[src/rtl/errdir_pkg.sv]
package errdir_pkg;

  localparam int REG_W          = 64;
  localparam int HDR_WORDS      = 3;
  localparam int WORDS_PER_SLOT = 1024;

  localparam logic [REG_W-1:0] CMD_INSERT = 64'd1;
  localparam logic [REG_W-1:0] CMD_LOOKUP = 64'd2;
  localparam logic [REG_W-1:0] CMD_CLEAR  = 64'd3;
  localparam logic [REG_W-1:0] CMD_COUNT  = 64'd4;

  localparam logic [REG_W-1:0] RES_NOT_FOUND = 64'hFFFF_FFFF_FFFF_FFFF;
  localparam logic [REG_W-1:0] RES_FULL      = 64'hFFFF_FFFF_FFFF_FFFE;
  localparam logic [REG_W-1:0] RES_BAD_ID    = 64'hFFFF_FFFF_FFFF_FFFD;

  typedef enum logic [1:0] {OP_NONE, OP_INSERT, OP_LOOKUP, OP_CLEAR} op_e;
  typedef enum logic [1:0] {SC_IDLE, SC_RUN, SC_DONE} scan_st_e;

  // Header slots needed so that the header words plus one id per slot fit.
  function automatic int hdr_slots(input int n);
    return (n + HDR_WORDS + WORDS_PER_SLOT - 1) / WORDS_PER_SLOT;
  endfunction

endpackage

[src/rtl/errdir_store.sv]
module errdir_store
  import errdir_pkg::*;
#(
  parameter int NUM_SLOTS = 16,
  parameter int RSV       = 1,
  localparam int IDX_W    = $clog2(NUM_SLOTS)
) (
  input  logic             clk,
  input  logic             rst_n,
  input  logic             wr_en,
  input  logic [IDX_W-1:0] wr_idx,
  input  logic [REG_W-1:0] wr_data,
  input  logic [IDX_W-1:0] rd_idx,
  output logic [REG_W-1:0] rd_data
);

  logic [REG_W-1:0] ent_q [NUM_SLOTS];

  always_ff @(posedge clk or negedge rst_n) begin
    if (!rst_n) begin
      for (int i = 0; i < NUM_SLOTS; i++) ent_q[i] <= '0;
    end else if (wr_en) begin
      ent_q[wr_idx] <= wr_data;
    end
  end

  assign rd_data = ent_q[rd_idx];

  // header entries must never be written by the controller
  generate
    for (genvar g = 0; g < RSV; g++) begin : g_hdr
      a_r4_hdr_entry_free: assert property (@(posedge clk) disable iff (!rst_n)
        ent_q[g] == '0);
    end
  endgenerate

  a_r4_no_hdr_write: assert property (@(posedge clk) disable iff (!rst_n)
    wr_en |-> (int'(wr_idx) >= RSV));

endmodule

[src/rtl/errdir_scan.sv]
module errdir_scan
  import errdir_pkg::*;
#(
  parameter int NUM_SLOTS = 16,
  parameter int RSV       = 1,
  localparam int IDX_W    = $clog2(NUM_SLOTS)
) (
  input  logic             clk,
  input  logic             rst_n,
  input  logic             start,
  input  logic [REG_W-1:0] key,
  output logic [IDX_W-1:0] rd_idx,
  input  logic [REG_W-1:0] rd_data,
  output logic             busy,
  output logic             done,
  output logic             hit,
  output logic [IDX_W-1:0] hit_idx,
  output logic             free_ok,
  output logic [IDX_W-1:0] free_idx
);

  localparam logic [IDX_W-1:0] FIRST = IDX_W'(RSV);
  localparam logic [IDX_W-1:0] LAST  = IDX_W'(NUM_SLOTS - 1);

  scan_st_e         st_q, st_d;
  logic [IDX_W-1:0] idx_q, idx_d;
  logic             hit_q, hit_d;
  logic [IDX_W-1:0] hidx_q, hidx_d;
  logic             fok_q, fok_d;
  logic [IDX_W-1:0] fidx_q, fidx_d;
  logic             ent_free;
  logic             ent_match;

  assign ent_free  = (rd_data == '0) || (&rd_data);
  assign ent_match = (rd_data == key);

  always_comb begin
    st_d   = st_q;
    idx_d  = idx_q;
    hit_d  = hit_q;
    hidx_d = hidx_q;
    fok_d  = fok_q;
    fidx_d = fidx_q;
    case (st_q)
      SC_IDLE: begin
        if (start) begin
          st_d  = SC_RUN;
          idx_d = FIRST;
          hit_d = 1'b0;
          fok_d = 1'b0;
        end
      end
      SC_RUN: begin
        if (ent_match) begin
          hit_d  = 1'b1;
          hidx_d = idx_q;
          st_d   = SC_DONE;
        end else begin
          if (ent_free && !fok_q) begin
            fok_d  = 1'b1;
            fidx_d = idx_q;
          end
          if (idx_q == LAST) st_d  = SC_DONE;
          else               idx_d = idx_q + 1'b1;
        end
      end
      SC_DONE: st_d = SC_IDLE;
      default: st_d = SC_IDLE;
    endcase
  end

  always_ff @(posedge clk or negedge rst_n) begin
    if (!rst_n) begin
      st_q   <= SC_IDLE;
      idx_q  <= '0;
      hit_q  <= 1'b0;
      hidx_q <= '0;
      fok_q  <= 1'b0;
      fidx_q <= '0;
    end else begin
      st_q   <= st_d;
      idx_q  <= idx_d;
      hit_q  <= hit_d;
      hidx_q <= hidx_d;
      fok_q  <= fok_d;
      fidx_q <= fidx_d;
    end
  end

  assign rd_idx   = idx_q;
  assign busy     = (st_q != SC_IDLE);
  assign done     = (st_q == SC_DONE);
  assign hit      = hit_q;
  assign hit_idx  = hidx_q;
  assign free_ok  = fok_q;
  assign free_idx = fidx_q;

  // a free slot reported for insertion lies above the header
  a_r4_free_above_hdr: assert property (@(posedge clk) disable iff (!rst_n)
    (done && free_ok) |-> (free_idx >= FIRST));

  // a match is never reported inside the header
  a_r5_hit_above_hdr: assert property (@(posedge clk) disable iff (!rst_n)
    (done && hit) |-> (hit_idx >= FIRST));

  // the walk always ends with one result cycle and then idles
  a_r10_done_one_cycle: assert property (@(posedge clk) disable iff (!rst_n)
    done |=> !busy);

endmodule

[src/rtl/errdir_ctrl.sv]
module errdir_ctrl
  import errdir_pkg::*;
#(
  parameter int NUM_SLOTS = 16
) (
  input  logic             clk,
  input  logic             rst_n,
  input  logic             val_we,
  input  logic [REG_W-1:0] val_wdata,
  input  logic             act_we,
  input  logic [REG_W-1:0] act_wdata,
  output logic [REG_W-1:0] value_o,
  output logic             busy_o
);

  localparam int RSV    = hdr_slots(NUM_SLOTS);
  localparam int USABLE = NUM_SLOTS - RSV;
  localparam int IDX_W  = $clog2(NUM_SLOTS);
  localparam int CNT_W  = $clog2(NUM_SLOTS + 1);

  // Reset: asserted asynchronously, released on a clock edge
  logic [1:0] rst_pipe_q;
  logic       rst_n_s;

  always_ff @(posedge clk or negedge rst_n) begin
    if (!rst_n) rst_pipe_q <= '0;
    else        rst_pipe_q <= {rst_pipe_q[0], 1'b1};
  end
  assign rst_n_s = rst_pipe_q[1];

  logic [REG_W-1:0] value_q, value_d;
  logic             value_en;
  logic [CNT_W-1:0] count_q, count_d;
  logic             count_en;
  op_e              op_q, op_d;
  logic             op_en;

  logic             sc_start, sc_busy, sc_done, sc_hit, sc_fok;
  logic [IDX_W-1:0] sc_hidx, sc_fidx, rd_idx;
  logic [REG_W-1:0] rd_data;
  logic             st_we;
  logic [IDX_W-1:0] st_widx;
  logic [REG_W-1:0] st_wdata;

  logic accept;
  logic key_bad;

  assign accept  = act_we && !sc_busy;
  assign key_bad = (value_q == '0) || (&value_q);

  errdir_store #(.NUM_SLOTS(NUM_SLOTS), .RSV(RSV)) u_store (
    .clk    (clk),
    .rst_n  (rst_n_s),
    .wr_en  (st_we),
    .wr_idx (st_widx),
    .wr_data(st_wdata),
    .rd_idx (rd_idx),
    .rd_data(rd_data)
  );

  errdir_scan #(.NUM_SLOTS(NUM_SLOTS), .RSV(RSV)) u_scan (
    .clk     (clk),
    .rst_n   (rst_n_s),
    .start   (sc_start),
    .key     (value_q),
    .rd_idx  (rd_idx),
    .rd_data (rd_data),
    .busy    (sc_busy),
    .done    (sc_done),
    .hit     (sc_hit),
    .hit_idx (sc_hidx),
    .free_ok (sc_fok),
    .free_idx(sc_fidx)
  );

  // Command decode and result commit
  always_comb begin
    value_d  = value_q;
    value_en = 1'b0;
    count_d  = count_q;
    count_en = 1'b0;
    op_d     = op_q;
    op_en    = 1'b0;
    sc_start = 1'b0;
    st_we    = 1'b0;
    st_widx  = sc_hidx;
    st_wdata = '0;

    if (accept) begin
      case (act_wdata)
        CMD_COUNT: begin
          value_d  = REG_W'(count_q);
          value_en = 1'b1;
        end
        CMD_INSERT: begin
          if (key_bad) begin
            value_d  = RES_BAD_ID;
            value_en = 1'b1;
          end else begin
            sc_start = 1'b1;
            op_d     = OP_INSERT;
            op_en    = 1'b1;
          end
        end
        CMD_LOOKUP, CMD_CLEAR: begin
          if (key_bad) begin
            value_d  = RES_NOT_FOUND;
            value_en = 1'b1;
          end else begin
            sc_start = 1'b1;
            op_d     = (act_wdata == CMD_LOOKUP) ? OP_LOOKUP : OP_CLEAR;
            op_en    = 1'b1;
          end
        end
        default: ;
      endcase
    end else if (val_we && !sc_busy) begin
      value_d  = val_wdata;
      value_en = 1'b1;
    end

    if (sc_done) begin
      value_en = 1'b1;
      case (op_q)
        OP_INSERT: begin
          if (sc_hit) begin
            value_d = REG_W'(sc_hidx);
          end else if (sc_fok) begin
            st_we    = 1'b1;
            st_widx  = sc_fidx;
            st_wdata = value_q;
            count_d  = count_q + 1'b1;
            count_en = 1'b1;
            value_d  = REG_W'(sc_fidx);
          end else begin
            value_d = RES_FULL;
          end
        end
        OP_LOOKUP: value_d = sc_hit ? REG_W'(sc_hidx) : RES_NOT_FOUND;
        OP_CLEAR: begin
          if (sc_hit) begin
            st_we    = 1'b1;
            st_widx  = sc_hidx;
            st_wdata = '0;
            count_d  = count_q - 1'b1;
            count_en = 1'b1;
            value_d  = REG_W'(sc_hidx);
          end else begin
            value_d = RES_NOT_FOUND;
          end
        end
        default: value_en = 1'b0;
      endcase
    end
  end

  always_ff @(posedge clk or negedge rst_n_s) begin
    if (!rst_n_s) begin
      value_q <= '0;
      count_q <= '0;
      op_q    <= OP_NONE;
    end else begin
      if (value_en) value_q <= value_d;
      if (count_en) count_q <= count_d;
      if (op_en)    op_q    <= op_d;
    end
  end

  assign value_o = value_q;
  assign busy_o  = sc_busy;

  // the count never exceeds the number of record slots
  a_r3_count_bound: assert property (@(posedge clk) disable iff (!rst_n_s)
    int'(count_q) <= USABLE);

  // the count moves only when a walk commits its result
  a_r8_count_only_on_commit: assert property (@(posedge clk) disable iff (!rst_n_s)
    !sc_done |=> $stable(count_q));

  // the register is frozen while a walk runs
  a_r10_value_frozen: assert property (@(posedge clk) disable iff (!rst_n_s)
    (sc_busy && !sc_done) |=> $stable(value_q));

  // an invalid argument never starts a walk
  a_r9_bad_key_no_walk: assert property (@(posedge clk) disable iff (!rst_n_s)
    (accept && key_bad) |=> !sc_busy);

  // unknown command codes leave everything untouched
  a_r11_unknown_ignored: assert property (@(posedge clk) disable iff (!rst_n_s)
    (accept && (act_wdata == '0 || act_wdata > CMD_COUNT))
      |=> ($stable(value_q) && $stable(count_q) && !sc_busy));

endmodule

[config.mk]
export PLATFORM = sky130hd
export DESIGN_NAME = errdir_ctrl
export DESIGN_NICKNAME = d
export VERILOG_FILES = /design/src/rtl/errdir_pkg.sv /design/src/rtl/errdir_store.sv /design/src/rtl/errdir_scan.sv /design/src/rtl/errdir_ctrl.sv
export SDC_FILE = /design/constraint.sdc
export NUM_CORES = 2
export LEC_CHECK = 0
export ABC_AREA = 1
export BUFFER_PORTS_ARGS = -buffer_cell sky130_fd_sc_hd__buf_2
export CAP_MARGIN = 20
export CORE_MARGIN = 2
export CORE_UTILIZATION = 45
export DETAILED_ROUTE_END_ITERATION = 7
export PLACE_DENSITY = 0.6
export SYNTH_ARGS = -nofsm -noshare
export SYNTH_HDL_FRONTEND = slang
export SYNTH_SLANG_ARGS = --single-unit
[constraint.sdc]
create_clock -name clk -period 33.4 [get_ports clk]
set_input_delay 1.67 -clock clk [delete_from_list [all_inputs] [get_ports clk]]
set_output_delay 1.67 -clock clk [all_outputs]
set_load 0.03 [all_outputs]
==> flow_summary.ini <==
[setup_path]
cpLargestDelayFamily = buffers and inverters
r2r_cells = 20
critPathKind = reg -> reg
path_common_cell = nand2_1
r2r-end = u_scan.hit_idx[0]
crit_path_start = u_scan.rd_idx[0]
path_max_fanout = 79
cp_data_arrival_time_ns = 6.36
crit-reg2reg-launch = u_scan.rd_idx[0]
cpPeakStageDelay_ns = 0.87
path_cells = buf_4 -> buf_4 -> buf_4 -> nand2_1 -> nand3_1 -> nand3_1 -> nand2_1 -> nand2_1 -> nand2_1 -> nand2_1 -> inv_1 -> nand2_1 -> nor2_1 -> nand2_1 -> nor2_1 -> nand2_1 -> nor2_2 -> nand2_2 -> nand2_1 -> o21ai_1
cpMaxStageDelayCell = buf_4
required_ns = 34.01
cp.depth = 20
ff2ff_setup_slack_ns = 27.64
end_kind = flip-flop
setup.worst_path.end = u_scan.hit_idx[0]
worst_setup_path_start_kind = flip-flop
path_buf_inv = 4

[power_and_ir_drop]
p_per_area_mw_per_mm2 = 49.9
p_int_mw = 2.27
sequentialPowerShare_pct = 46.1
p_switching_uw = 726
combPwrFrac_pct = 4.9
power_leakage_nw = 28.3
swShare_pct = 24.2
finalPower_mw = 3.00
power_frac_clock_pct = 48.9
vdd.ir_drop.worst_mv = 0.0568

[clock_tree]
clock_latency_ns = 0.78
post_cts_resized = 0
numCtsBuffers = 131
clock_sinks = 1113
cts_hold_buf = 0
clk_pin_slew_ns = 0.06
root_buffer = clkbuf_16
tritoncts = done
post-cts-setup-buffers = 0
clockBufferDepth = 3
htreeDepth = 4

[yosys]
synth_edf_count = 0
synth_seq_cells = 1113
synthesis.area_sq_mm = 0.0543
synthFlopType = dfrtp_1
synth_cells = 7274
syn_nets = 7411
yosysSeqAreaShare_pct = 51.3
yosysUniqueCellTypes = 38
syn_area_per_cell_sq_um = 7.46
synthArstFlopShare_pct = 100
yosys_warnings = 0

[global_route]
grt_use_met3_pct = 4.75
gr-total-overflow = 0
antenna_found_initial = 0
grtUsageMet1_pct = 40.3
grt_max_degree = 191
met2_usage_pct = 47.5
track_usage_pct = 29.7
top_usage_layer = met2
grt_pass1_vias = 45300
grt_pass1_wl_um = 282000

[floorplan]
ios = 197
start_util_pct = 45.3
rows = 127
dieArea_sq_mm = 0.123
die_x_um = 351
core-area_sq_mm = 0.120
die_y_um = 351

[timing]
rsz0062_at_grt = false
period_needed_ns = 5.76
fin_crit_sh_pct = 17.2
slew_viol_final = 0
max_slew_margin_pct = 24.7
fmax_mhz = 174
hold_viol_final = 0
tightest_slew_ns = 1.13
finClkSkew_ns = 0.0360
hold_ws_ns = 0.318
fin_setup_tns_ns = 0
finalSetupViolCount = 0

[layout]
final_nets = 7274
area_delta_synth_final_pct = 10.8
drive_gt1_share_pct = 7.19
antenna_cells = 0
fillerInstances = 11900

[hold_path]
hold_class = reg -> async

[run_status]
status = complete, no violations

[placed_design]
gp_congestion = 0.893
numPortBuffers = 196
hpwlAfterDp_um = 105000

[drt]
drtPass1Iterations = 6
wl_per_cell_um = 20.8
vias = 48700
vias_per_cell = 5.51
ant_nets = 0
drt_iter0_drc = 5328
drt-total-wl_um = 184000
drc_errors = 0

[flow_run]
max_cap_viol_count = 0
## logic make-up (layout without fill, tap and decap cells)
kind of cell / Yosys count / count (layout) / share of synthesized area, %
flip-flops: 1113 / 1113 / 51.3
multiplexers: 2 / 2 / 0.0369
XOR/XNOR: 4 / 4 / 0.0646
AO/OA/AOI/OAI: 1515 / 1515 / 14.2
buffers and inverters: 758 / 718 / 6.06
other: 1 / 1 / 0.00691
AND/OR/NAND/NOR: 3876 / 3876 / 28.2
adder cells (fa/ha/maj): 5 / 5 / 0.129
## placed cells by master (no fill, tap or decap), types with 6 or more instances in the layout
cell type / instances
nand2_1: 2805
o21ai_0: 1262
dfrtp_1: 1109
nor2_1: 563
nand3_1: 380
inv_1: 209
buf_2: 197
a21oi_1: 168
clkbuf_16: 135
buf_4: 62
nand4_1: 50
o211ai_1: 41
o21ai_1: 32
clkbuf_1: 32
nor4_1: 24
clkbuf_8: 23
nand2_4: 17
clkinv_2: 16
nor3_1: 12
bufinv_16: 11
nand2_2: 8
inv_6: 7
buf_12: 7
nor2_2: 6
## cell usage after synthesis, types with 2 or more instances
cell / instances / area, sq um
a21oi_1: 168 / 841
a22oi_1: 4 / 30.0
buf_1: 19 / 71.3
buf_2: 129 / 646
buf_4: 20 / 150
buf_6: 21 / 236
buf_8: 4 / 60.1
clkbuf_1: 347 / 1300
dfrtp_1: 1113 / 27900
ha_1: 4 / 50.1
inv_1: 211 / 792
inv_2: 5 / 18.8
mux2i_1: 2 / 20.0
nand2_1: 2822 / 10600
nand2_2: 8 / 50.1
nand3_1: 380 / 1900
nand3b_1: 3 / 22.5
nand4_1: 50 / 313
nor2_1: 565 / 2120
nor2_2: 7 / 43.8
nor3_1: 12 / 60.1
nor4_1: 24 / 150
o211ai_1: 41 / 308
o21ai_0: 1263 / 6320
o21ai_1: 32 / 160
o21bai_1: 3 / 22.5
or2_2: 4 / 25.0
xor2_1: 3 / 26.3
## per-layer routing
metal,up-vias,part of all wire [%]
met3,352,7.1
met2,1731,46
met5,-,0
li1,23100,-
met1,23500,43
met4,0,4.1
## cell type report
cell class | instances | area, sq um | area share (%)
Clock buffer | 190 | 3810 | 6.35
Clock inverter | 40 | 562 | 0.935
Inverter | 218 | 855 | 1.42
Multi-Input combinational cell | 5403 | 23300 | 38.7
Sequential cell | 1113 | 27900 | 46.4
Tap cell | 1612 | 2020 | 3.36
Timing Repair Buffer | 270 | 1700 | 2.83
## power groups by stage
stage               registers [mW]  logic, mW  clock network, mW
global route                  1.38      0.163               1.55
CTS                           1.38      0.148               1.49
global placement              1.41      0.146                  0
floorplan                     1.43     0.0504                  0
finish                        1.38      0.148               1.47
detailed placement            1.41      0.147                  0
## worst min-delay path by stage
stage | from | endpoint | slack (ns) | cells after the start
after floorplan | rst_pipe_q[0] | rst_pipe_q[1] | 0.33 | 0
after global placement | rst_pipe_q[1] | u_store.ent_q[421] | 0.34 | 0
after detailed placement | rst_pipe_q[1] | u_store.ent_q[485] | 0.34 | 0
after CTS | rst_pipe_q[1] | u_store.ent_q[485] | 0.34 | 0
after global routing | rst_pipe_q[1] | u_store.ent_q[421] | 0.36 | 0
final | rst_pipe_q[1] | u_store.ent_q[357] | 0.32 | 0
## sequential cells by signal, summed over array words and instances, names as in the netlist
signal and cells:
u_store.ent_q 1024, value_o 64, count_q 5, u_scan.free_idx 4, u_scan.hit_idx 4, u_scan.rd_idx 4
op_q 2, rst_pipe_q 2, u_scan.st_q 2, u_scan.free_ok 1, u_scan.hit 1
## through the flow
stage | cell area [sq um] | utilization (%) | worst slack, ns | cells
2_1_floorplan | 54300 | - | 0.0782 | 7274
3_3_place_gp | 55500 | 46.4 | 27.86 | 8608
3_5_place_dp | 55600 | 46.4 | 27.85 | 8610
4_1_cts | 60000 | 50.1 | 27.83 | 8840
5_1_grt | 60100 | 50.2 | 27.37 | 8846
6_report | 60100 | 50.2 | 27.64 | 8846
No activity file was read; power rests on OpenSTA's default activity.
